--- src/rtl/dacreg_pkg.sv ---
package dacreg_pkg;

    localparam logic [4:0] OFF_CTRL1  = 5'd0;
    localparam logic [4:0] OFF_FIX1   = 5'd1;
    localparam logic [4:0] OFF_VOL    = 5'd2;
    localparam logic [4:0] OFF_FIX3   = 5'd3;
    localparam logic [4:0] OFF_CTRL2  = 5'd4;
    localparam logic [4:0] OFF_PWR    = 5'd5;
    localparam logic [4:0] OFF_CTRL3  = 5'd6;
    localparam logic [4:0] OFF_COEF0  = 5'd7;
    localparam logic [4:0] OFF_PLL1   = 5'd27;
    localparam logic [4:0] OFF_PLL2   = 5'd28;
    localparam logic [4:0] OFF_CTRL4  = 5'd29;

    localparam logic [15:0] MSK_CTRL1 = 16'h0F3F;
    localparam logic [15:0] MSK_CTRL2 = 16'hF7F2;
    localparam logic [15:0] MSK_PWR   = 16'h9543;
    localparam logic [15:0] OR_PWR    = 16'h2AA0;
    localparam logic [15:0] MSK_PLL   = 16'hFFFC;
    localparam logic [15:0] KEEP_C3   = 16'h00C0;
    localparam logic [15:0] LOAD_C3   = 16'hF800;

    localparam int COEF_PER_CH = 10;
    localparam int COEF_CH     = 2;

    typedef struct packed {
        logic [15:0] ctrl1;
        logic [15:0] vol;
        logic [15:0] ctrl2;
        logic [15:0] pwr;
        logic [15:0] ctrl3;
        logic [15:0] pll1;
        logic [15:0] pll2;
        logic        ss_en;
    } regs_t;

    function automatic logic [15:0] coef_reset(int k);
        case (k)
            0, 3:    return 16'h6BE3;
            1, 4:    return 16'h9666;
            2, 5:    return 16'h675D;
            6, 8:    return 16'h7D83;
            default: return 16'h84EE;
        endcase
    endfunction

    // step 0..6 = divide by 1, 1.5, 2, 3, 4, 5, 6
    function automatic logic [16:0] rate_of(logic [2:0] step, logic ref44);
        case (step)
            3'd0:    return ref44 ? 17'd44100 : 17'd48000;
            3'd1:    return ref44 ? 17'd29400 : 17'd32000;
            3'd2:    return ref44 ? 17'd22050 : 17'd24000;
            3'd3:    return ref44 ? 17'd14700 : 17'd16000;
            3'd4:    return ref44 ? 17'd11025 : 17'd12000;
            3'd5:    return ref44 ? 17'd8820  : 17'd9600;
            default: return ref44 ? 17'd7350  : 17'd8000;
        endcase
    endfunction

endpackage

--- src/rtl/settle_timer.sv ---
module settle_timer #(
    parameter int PRESCALE = 16,
    parameter int LIMIT    = 50
) (
    input  logic clk,
    input  logic rst_n,
    input  logic restart,
    output logic done
);
    localparam int PW = (PRESCALE > 1) ? $clog2(PRESCALE) : 1;
    localparam int CW = $clog2(LIMIT + 1);
    localparam logic [PW-1:0] PRE_TOP = PW'(PRESCALE - 1);
    localparam logic [CW-1:0] CNT_TOP = CW'(LIMIT);

    logic [PW-1:0] pre_d, pre_q;
    logic [CW-1:0] cnt_d, cnt_q;

    always_comb begin
        pre_d = pre_q;
        cnt_d = cnt_q;
        if (restart) begin
            pre_d = '0;
            cnt_d = '0;
        end else if (cnt_q != CNT_TOP) begin
            if (pre_q == PRE_TOP) begin
                pre_d = '0;
                cnt_d = cnt_q + 1'b1;
            end else begin
                pre_d = pre_q + 1'b1;
            end
        end
    end

    always_ff @(posedge clk) begin
        if (!rst_n) begin
            pre_q <= '0;
            cnt_q <= '0;
        end else begin
            pre_q <= pre_d;
            cnt_q <= cnt_d;
        end
    end

    assign done = (cnt_q == CNT_TOP);
endmodule

--- src/rtl/rate_decode.sv ---
module rate_decode import dacreg_pkg::*; (
    input  logic [5:0]  divisor,
    input  logic        ref44,
    output logic [16:0] rate_hz,
    output logic        rate_bad
);
    logic [2:0] step;
    logic       hit;

    always_comb begin
        hit  = 1'b1;
        step = 3'd0;
        case (divisor)
            6'd0:        step = 3'd0;
            6'd9:        step = 3'd1;
            6'd18:       step = 3'd2;
            6'd27:       step = 3'd3;
            6'd36:       step = 3'd4;
            6'd45:       step = 3'd5;
            6'd54, 6'd63: step = 3'd6;
            default:     hit  = 1'b0;
        endcase
        rate_bad = !hit;
        rate_hz  = hit ? rate_of(step, ref44) : 17'd0;
    end
endmodule

--- src/rtl/coef_bank.sv ---
module coef_bank import dacreg_pkg::*; #(
    parameter int NCH = COEF_CH,
    parameter int PER = COEF_PER_CH,
    parameter int AW  = 5
) (
    input  logic          clk,
    input  logic          rst_n,
    input  logic          we,
    input  logic [AW-1:0] idx,
    input  logic [15:0]   wdata,
    output logic [15:0]   rdata
);
    localparam int N = NCH * PER;

    logic [15:0] word_q [N];

    for (genvar g = 0; g < N; g++) begin : g_word
        always_ff @(posedge clk) begin
            if (!rst_n)
                word_q[g] <= coef_reset(g % PER);
            else if (we && idx == AW'(g))
                word_q[g] <= wdata;
        end
    end

    always_comb begin
        rdata = 16'hFFFF;
        for (int i = 0; i < N; i++)
            if (idx == AW'(i)) rdata = word_q[i];
    end
endmodule

--- src/rtl/dac_ctl_regs.sv ---
module dac_ctl_regs import dacreg_pkg::*; #(
    parameter int TICK_DIV     = 16,
    parameter int SETTLE_TICKS = 50,
    parameter int AW           = 5
) (
    input  logic          clk,
    input  logic          rst_n,
    input  logic          wr_en,
    input  logic          rd_en,
    input  logic [AW-1:0] addr,
    input  logic [15:0]   wdata,
    input  logic [1:0]    flag_evt,
    output logic [15:0]   rdata,
    output logic [16:0]   rate_hz,
    output logic          rate_bad,
    output logic          dac_en
);
    localparam int NCOEF = COEF_CH * COEF_PER_CH;
    localparam logic [AW-1:0] COEF_LO = AW'(OFF_COEF0);
    localparam logic [AW-1:0] COEF_HI = AW'(OFF_COEF0) + AW'(NCOEF - 1);

    regs_t r_d, r_q;

    logic          vol_start, pd_start, vol_done, pd_done;
    logic          in_coef, ramp_done;
    logic [AW-1:0] coef_idx;
    logic [15:0]   coef_rd;
    logic [1:0]    c3_flags;
    logic          pwr_b10;

    assign in_coef  = (addr >= COEF_LO) && (addr <= COEF_HI);
    assign coef_idx = addr - COEF_LO;

    always_comb begin
        r_d       = r_q;
        vol_start = 1'b0;
        pd_start  = 1'b0;
        if (wr_en) begin
            case (addr)
                AW'(OFF_CTRL1): r_d.ctrl1 = wdata & MSK_CTRL1;
                AW'(OFF_VOL): begin
                    r_d.vol   = wdata;
                    vol_start = 1'b1;
                end
                AW'(OFF_CTRL2): r_d.ctrl2 = wdata & MSK_CTRL2;
                AW'(OFF_PWR): begin
                    r_d.pwr  = wdata & MSK_PWR;
                    pd_start = wdata[10] && !r_q.pwr[10];
                end
                AW'(OFF_CTRL3): r_d.ctrl3 = (r_q.ctrl3 & KEEP_C3) | (wdata & LOAD_C3);
                AW'(OFF_PLL1):  r_d.pll1  = wdata & MSK_PLL;
                AW'(OFF_PLL2):  r_d.pll2  = wdata & MSK_PLL;
                AW'(OFF_CTRL4): r_d.ss_en = !wdata[14];
                default: ;
            endcase
        end
        if (rd_en && addr == AW'(OFF_CTRL3))
            r_d.ctrl3[7:6] = 2'b00;
        if (flag_evt[1]) r_d.ctrl3[7] = 1'b1;
        if (flag_evt[0]) r_d.ctrl3[6] = 1'b1;
    end

    always_ff @(posedge clk) begin
        if (!rst_n) begin
            r_q.ctrl1 <= 16'h0000;
            r_q.vol   <= 16'hFFFF;
            r_q.ctrl2 <= 16'h4410;
            r_q.pwr   <= 16'h8540;
            r_q.ctrl3 <= 16'h0000;
            r_q.pll1  <= 16'h1004;
            r_q.pll2  <= 16'h0000;
            r_q.ss_en <= 1'b1;
        end else begin
            r_q <= r_d;
        end
    end

    settle_timer #(.PRESCALE(TICK_DIV), .LIMIT(SETTLE_TICKS)) u_vol_tmr (
        .clk(clk), .rst_n(rst_n), .restart(vol_start), .done(vol_done));

    settle_timer #(.PRESCALE(TICK_DIV), .LIMIT(SETTLE_TICKS)) u_pd_tmr (
        .clk(clk), .rst_n(rst_n), .restart(pd_start), .done(pd_done));

    coef_bank #(.NCH(COEF_CH), .PER(COEF_PER_CH), .AW(AW)) u_coef (
        .clk(clk), .rst_n(rst_n), .we(wr_en && in_coef), .idx(coef_idx),
        .wdata(wdata), .rdata(coef_rd));

    rate_decode u_rate (
        .divisor(r_q.ctrl1[5:0]), .ref44(r_q.ctrl3[13]),
        .rate_hz(rate_hz), .rate_bad(rate_bad));

    assign dac_en    = !r_q.pwr[15] && !r_q.pwr[10];
    assign ramp_done = (r_q.ss_en && !r_q.pwr[10]) ? vol_done : 1'b1;
    assign c3_flags  = r_q.ctrl3[7:6];
    assign pwr_b10   = r_q.pwr[10];

    always_comb begin
        case (addr)
            AW'(OFF_CTRL1): rdata = r_q.ctrl1;
            AW'(OFF_FIX1):  rdata = 16'hFF00;
            AW'(OFF_VOL):   rdata = r_q.vol;
            AW'(OFF_FIX3):  rdata = 16'h8B00;
            AW'(OFF_CTRL2): rdata = r_q.ctrl2 | {12'h000, ramp_done, ramp_done, 2'b00};
            AW'(OFF_PWR):   rdata = OR_PWR | r_q.pwr |
                                    {9'h000, r_q.pwr[10] && pd_done, 6'h00};
            AW'(OFF_CTRL3): rdata = r_q.ctrl3 | 16'h0001;
            AW'(OFF_PLL1):  rdata = r_q.pll1;
            AW'(OFF_PLL2):  rdata = r_q.pll2;
            AW'(OFF_CTRL4): rdata = {1'b0, !r_q.ss_en, 14'h0000};
            default:        rdata = in_coef ? coef_rd : 16'hFFFF;
        endcase
    end
endmodule

--- config.mk ---
export PLATFORM = sky130hd
export DESIGN_NAME = dac_ctl_regs
export DESIGN_NICKNAME = d
export VERILOG_FILES = /design/src/rtl/dacreg_pkg.sv /design/src/rtl/settle_timer.sv /design/src/rtl/rate_decode.sv /design/src/rtl/coef_bank.sv /design/src/rtl/dac_ctl_regs.sv
export SDC_FILE = /design/constraint.sdc
export NUM_CORES = 1
export LEC_CHECK = 0
export BUFFER_PORTS_ARGS = -buffer_cell sky130_fd_sc_hd__clkbuf_2
export CAP_MARGIN = 10
export CORE_ASPECT_RATIO = 0.7
export CORE_MARGIN = 3
export CORE_UTILIZATION = 47
export CTS_CLUSTER_DIAMETER = 60
export DETAILED_ROUTE_END_ITERATION = 10
export SETUP_SLACK_MARGIN = 0.3
export SLEW_MARGIN = 5
export SYNTH_ARGS = -nofsm -noshare
export SYNTH_HDL_FRONTEND = slang
export SYNTH_SLANG_ARGS = --single-unit
--- constraint.sdc ---
create_clock -name clk -period 4.95 [get_ports clk]
set_input_delay 0 -clock clk [delete_from_list [all_inputs] [get_ports clk]]
set_output_delay 0 -clock clk [all_outputs]
set_load 0.02 [all_outputs]
Word level (Yosys, flattened, before mapping)
Memories as Yosys holds them, arrays and structs flattened.
Index checks and enable logic that the tools add are counted.
Widths: inputs -> output; s select.
{"block": "word_totals", "ram_bits": 320, "input_bits": 27, "memories": 1, "ff_bits": 110, "wordCells": 277}
{"block": "op_classes", "muxes": 129, "magnitude_cmp": 2, "n_eq_ne": 46, "reduce_logical": 56, "n_addsub": 5, "bitwise_logic": 24}
{"memory": "u_coef.word_q", "words": 20, "width": 16, "read_ports": 20, "rd_ports_with_merged_regs": 0, "wr": 20, "line": "coef_bank.sv:15", "text": "logic [15:0] word_q [N];"}
{"op": "$mux 16", "count": 43}
{"op": "$pmux 16 s10", "count": 1}
{"op": "$pmux 17 s6", "count": 1}
{"op": "$mux 1", "count": 70}
{"op": "$mux 41", "count": 1}
{"op": "$eq 5x4->1 const B", "count": 8}
{"op": "$eq 6x6->1 const B", "count": 6}
{"op": "$eq 5x3->1 const B", "count": 7}
{"op": "$eq 5x5->1 const B", "count": 7}
{"op": "$mux 11", "count": 3}
{"op": "$logic_and 1x1->1", "count": 27}
{"op": "$mux 12", "count": 2}
{"op": "$reduce_and 2->1", "count": 12}
{"op": "$eq 5x2->1 const B", "count": 4}
{"op": "$or 1x1->1", "count": 20}
{"op": "$pmux 3 s6", "count": 1}
{"op": "$mux 17", "count": 1}
{"op": "$or 16x4->16", "count": 1}
{"op": "$or 16x7->16", "count": 1}
{"op": "$or 8x16->16", "count": 1}
{"op": "$mux 13", "count": 1}
{"op": "$add 6x1->6 const B", "count": 2}
{"op": "$eq 6x5->1 const B", "count": 2}
{"op": "$ne 6x6->1 const B", "count": 2}
{"op": "other kinds (22)", "count": 38}

Depth between registers and ports, before layout
{"block": "logic_depth", "word_depth": 24, "depth_mapped": 11, "ltp_nobuf": 7}

Modules after synthesis
From an unflattened synthesis, not the netlist that was laid out.
{"block": "hier_totals", "cells_unflattened": 1964, "area_unflattened_um2": 20882.5}
{"mod": "coef_bank", "cells_per_inst": 1258, "area_each_um2": 15270.9, "instances": 1}
{"mod": "dac_ctl_regs", "cells_per_inst": 508, "area_each_um2": 4047.6, "instances": 1}
{"mod": "settle_timer", "cells_per_inst": 61, "area_each_um2": 529.3, "instances": 2}
{"mod": "rate_decode", "cells_per_inst": 76, "area_each_um2": 505.5, "instances": 1}

Least setup slack after synthesis
OpenSTA, ideal clock, no wires.
{"block": "synth_path", "path_type": "in2reg", "startpoint": "input port addr[4]", "endpoint": "memory u_coef.word_q[0][0], enable pin", "slack_ns": 1.956, "required_ns": 4.539, "t_arrival_ns": 2.582, "path_stages": 7, "path_buffers": 4, "path_cell_list": "buf_2 > or3b_2 > clkbuf_1 > or2_2 > clkbuf_1 > clkbuf_1 > o21ai_0"}
{"element": "start, declared", "line": "dac_ctl_regs.sv:10", "text": "input logic [AW-1:0] addr,"}
{"element": "end, declared", "line": "coef_bank.sv:15"}

Worst setup path after layout
{"block": "layout_path", "startpoint": "input port addr[3]", "endpoint": "output port rdata[2]"}
{"block": "layout_between", "elab_chain_len": 24, "elab_cells_between_ends": 56, "cone_classes": "add/sub: 1; order compare: 2; eq/ne: 28; mux: 22; reduce/logical: 3"}
{"element": "$sub 5x3->5", "line": "dac_ctl_regs.sv:32", "text": "assign coef_idx = addr - COEF_LO;"}
{"element": "$logic_not 5->1", "line": "coef_bank.sv:29", "text": "if (idx == AW'(i)) rdata = word_q[i];"}
{"element": "$mux 16 (20 in series)", "line": "coef_bank.sv:29"}
{"element": "$mux 16", "line": "dac_ctl_regs.sv:110", "text": "default: rdata = in_coef ? coef_rd : 16'hFFFF;"}
{"element": "$pmux 16 s10 (*)", "line": "dac_ctl_regs.sv:98", "text": "case (addr)"}
{"element": "end, declared", "line": "dac_ctl_regs.sv:13", "text": "output logic [15:0] rdata,"}
Mark *: on every way between the ends. The rest lies on a longest branch, timed or not.

==> impl_metrics.tcl <==
set metrics [dict create \
    rsz0062_at_grt "false" \
    hold_start "wr_en" \
    port_buffers 60 \
    criticalPathCategory "primary input to output pin" \
    yosysWarnings 0 \
    synth_enable_flop_cells 320 \
    num_rows 62 \
    syn_nets 1901 \
    crit_slowest_cell "nor4_1" \
    synth_cells 1868 \
    clk_pin_slew_worst_paths_ns 0.06 \
    ys.flop_type "edfxtp_1" \
    dp_hpwl_um 49400 \
    setup_tns_ns 0 \
    startpoint "addr[3]" \
    cts.path.max_buffers 3 \
    synth_area_um2 19900 \
    drv_cap 0 \
    syn_to_final_growth_pct 10.7 \
    avgSynthCellArea_um2 10.6 \
    yosys-top-cells-count "edfxtp_1, nand2_1, or3_1" \
    gr-total-overflow 0 \
    start_util 0.480 \
    startpoint_type "primary input" \
    grt_pass1_wl_um 105000 \
    setup_viol 0 \
    yosysTopAreaCell "edfxtp_1" \
    core_area_um2 41300 \
    crit_path_frequent_cell "clkbuf_2" \
    cts-root-buf "clkbuf_16" \
    gp_congestion 1.02 \
    r2r_start "u_pd_tmr.cnt_q[0]" \
    total_power_mw 7.80 \
    netlist.area_leader.share 0.484 \
    drc 0 \
    gr-usage-all-layers 0.329 \
    cts-htree-levels 2 \
    synth_seq_cells 421 \
    fp.dieW_um 252 \
    status "complete, no violations" \
    die_h_um 178 \
    async_flop_share 0 \
    cp.required_ns 4.95 \
    vias 16000 \
    tightest_slew_ns 1.19 \
    r2r_setup_slack_ns 2.96 \
    period_share 0.694 \
    drt_iter0_drc 2463 \
    cts_tree "done" \
    synth.area.top_cells "edfxtp_1, dfxtp_1, or3_1, and2_1, nand2_1" \
    yosysUniqueCellTypes 72 \
    max_freq_mhz 291 \
    max-vdd-ir-drop_v 0.000282 \
    pre_cts_ws_ns 1.64 \
    drv_slew 0 \
    powerDensity_nw_per_um2 355 \
    first_pass_iters 7 \
    path_max_fanout 24 \
    drive_gt1_frac 0.110 \
    wl_per_cell_um 30.4 \
    hold_viol 0 \
    dieArea_um2 44800 \
    period_needed_ns 3.43 \
    yosysSeqAreaShare 0.586 \
    cp_slowest_stage_delay_ns 0.65 \
    worstHoldPathType "primary input to flop" \
    dpl_cell_area_um2 20700 \
    nNetsFinal 1900 \
    num_io_pins 62 \
    cts.sinks 421 \
    grt_max_degree 179 \
    cp.buffers_inverters 3 \
    skew_ns 0.00579 \
    drt-total-wl_um 74200 \
    crit_family "simple AND/OR/NAND/NOR gates" \
    grt_pass1_vias 14600 \
    grt_antenna_before_repair 7 \
    relSlewSlack 0.195 \
    ant_nets 0 \
    worstSkewPairLatency_ns 0.55 \
    yosysMostFrequentCell "edfxtp_1" \
    crit_chain "clkbuf_2, and3b_1, nand2_1, buf_4, o22ai_1, nor4_1, a31oi_1, a311oi_1, clkbuf_2" \
    cp.arrival_ns 3.43 \
    crit_path_end_kind "output pin" \
    vias_per_cell 6.54 \
    hold-worst-slack_ns 0.108 \
    final_area_um2 22000 \
    cts_buffers 43 \
    cts_resized 0 \
    layout_setup_ws_ns 1.52 \
    power_leakage_nw 7.41 \
]
## registers in the layout (all words and copies together) (netlist names)
register	flops
r_q	78
u_pd_tmr.pre_q	4
c3_flags	2
u_coef.word_q	320
u_vol_tmr.cnt_q	6
u_pd_tmr.cnt_q	6
u_vol_tmr.pre_q	4
pwr_b10	1
## repair_timing
item,CTS,global route
hold buffers,6,0
endpoints found under the setup margin,0,0
hold endpoints to repair,23,0
setup buffers,0,0
## path summary, 6_finish.rpt
check	to	cells after the start
worst min-delay path	r_q[102]	4
worst max-delay path	rdata[2]	9
worst min register to register	r_q[6]	2
worst max register to register	u_pd_tmr.cnt_q[4]	7
## layout make-up
cell class / count / area [um^2]
Clock inverter: 15 / 72.6
Tap cell: 544 / 681
Antenna cell: 1 / 2.50
Sequential cell: 421 / 11600
Multi-Input combinational cell: 1264 / 7530
Timing Repair Buffer: 128 / 853
Inverter: 9 / 33.8
Clock buffer: 56 / 1180
Fill cell: 3607 / 19400
## tightest hold or removal path, delay by kind of cell
family                 cells  cell delay, ns
buffers and inverters      2            0.41
AOI/OAI and AO/OA          1            0.07
and+or+nand+nor            1            0.13
## through the flow
step	utilization	cells
2_1_floorplan	-	1868
3_3_place_gp	0.500	2360
3_5_place_dp	0.500	2360
4_1_cts	0.532	2437
5_1_grt	0.532	2437
6_report	0.532	2438
## cell usage in the layout, fill, tap and decap left out, types with 9 or more instances in the layout
cell         n
o22ai_1     75
xor2_1      13
or3_1      156
buf_4       61
clkbuf_2    59
a21oi_1     55
and2_1     140
a21boi_0    56
nand2_1    222
a31oi_1     19
a221oi_1    17
clkbuf_16   45
o21ai_0     42
o21ai_1     17
a211oi_1    13
nor3_1      35
edfxtp_1   320
dfxtp_1    101
nand2b_1    26
nand4_1     14
nor4_1       9
mux2i_1     15
nand3_1     59
nor2b_1     13
a22oi_1     25
and3_1       9
nor2_1      95
## cells by family (layout without fill, tap and decap cells)
family / after synthesis / after routing / share of synthesized area
other: 1 / 2 / 0.000189
XOR/XNOR: 19 / 19 / 0.00838
adder cells (fa/ha/maj): 6 / 6 / 0.00378
buffers and inverters: 183 / 208 / 0.0364
multiplexers: 26 / 26 / 0.0161
AO/OA/AOI/OAI: 399 / 399 / 0.136
AND/OR/NAND/NOR: 813 / 813 / 0.213
flip-flops: 421 / 421 / 0.586
## power by group
group          internal [mW]  switching (mW)  total (mW)
logic                  0.177           0.519       0.695
clock network           1.68            1.39        3.07
registers               3.95          0.0889        4.04
## routing by layer
metal | wire, um | up-vias | global-route usage
met5 | 37 | - | 0
met4 | 1760 | 6 | 0.0746
met3 | 10300 | 114 | 0.114
met2 | 29400 | 1004 | 0.440
met1 | 32700 | 7942 | 0.506
li1 | - | 6889 | -
(Power assumes the default switching activity.)
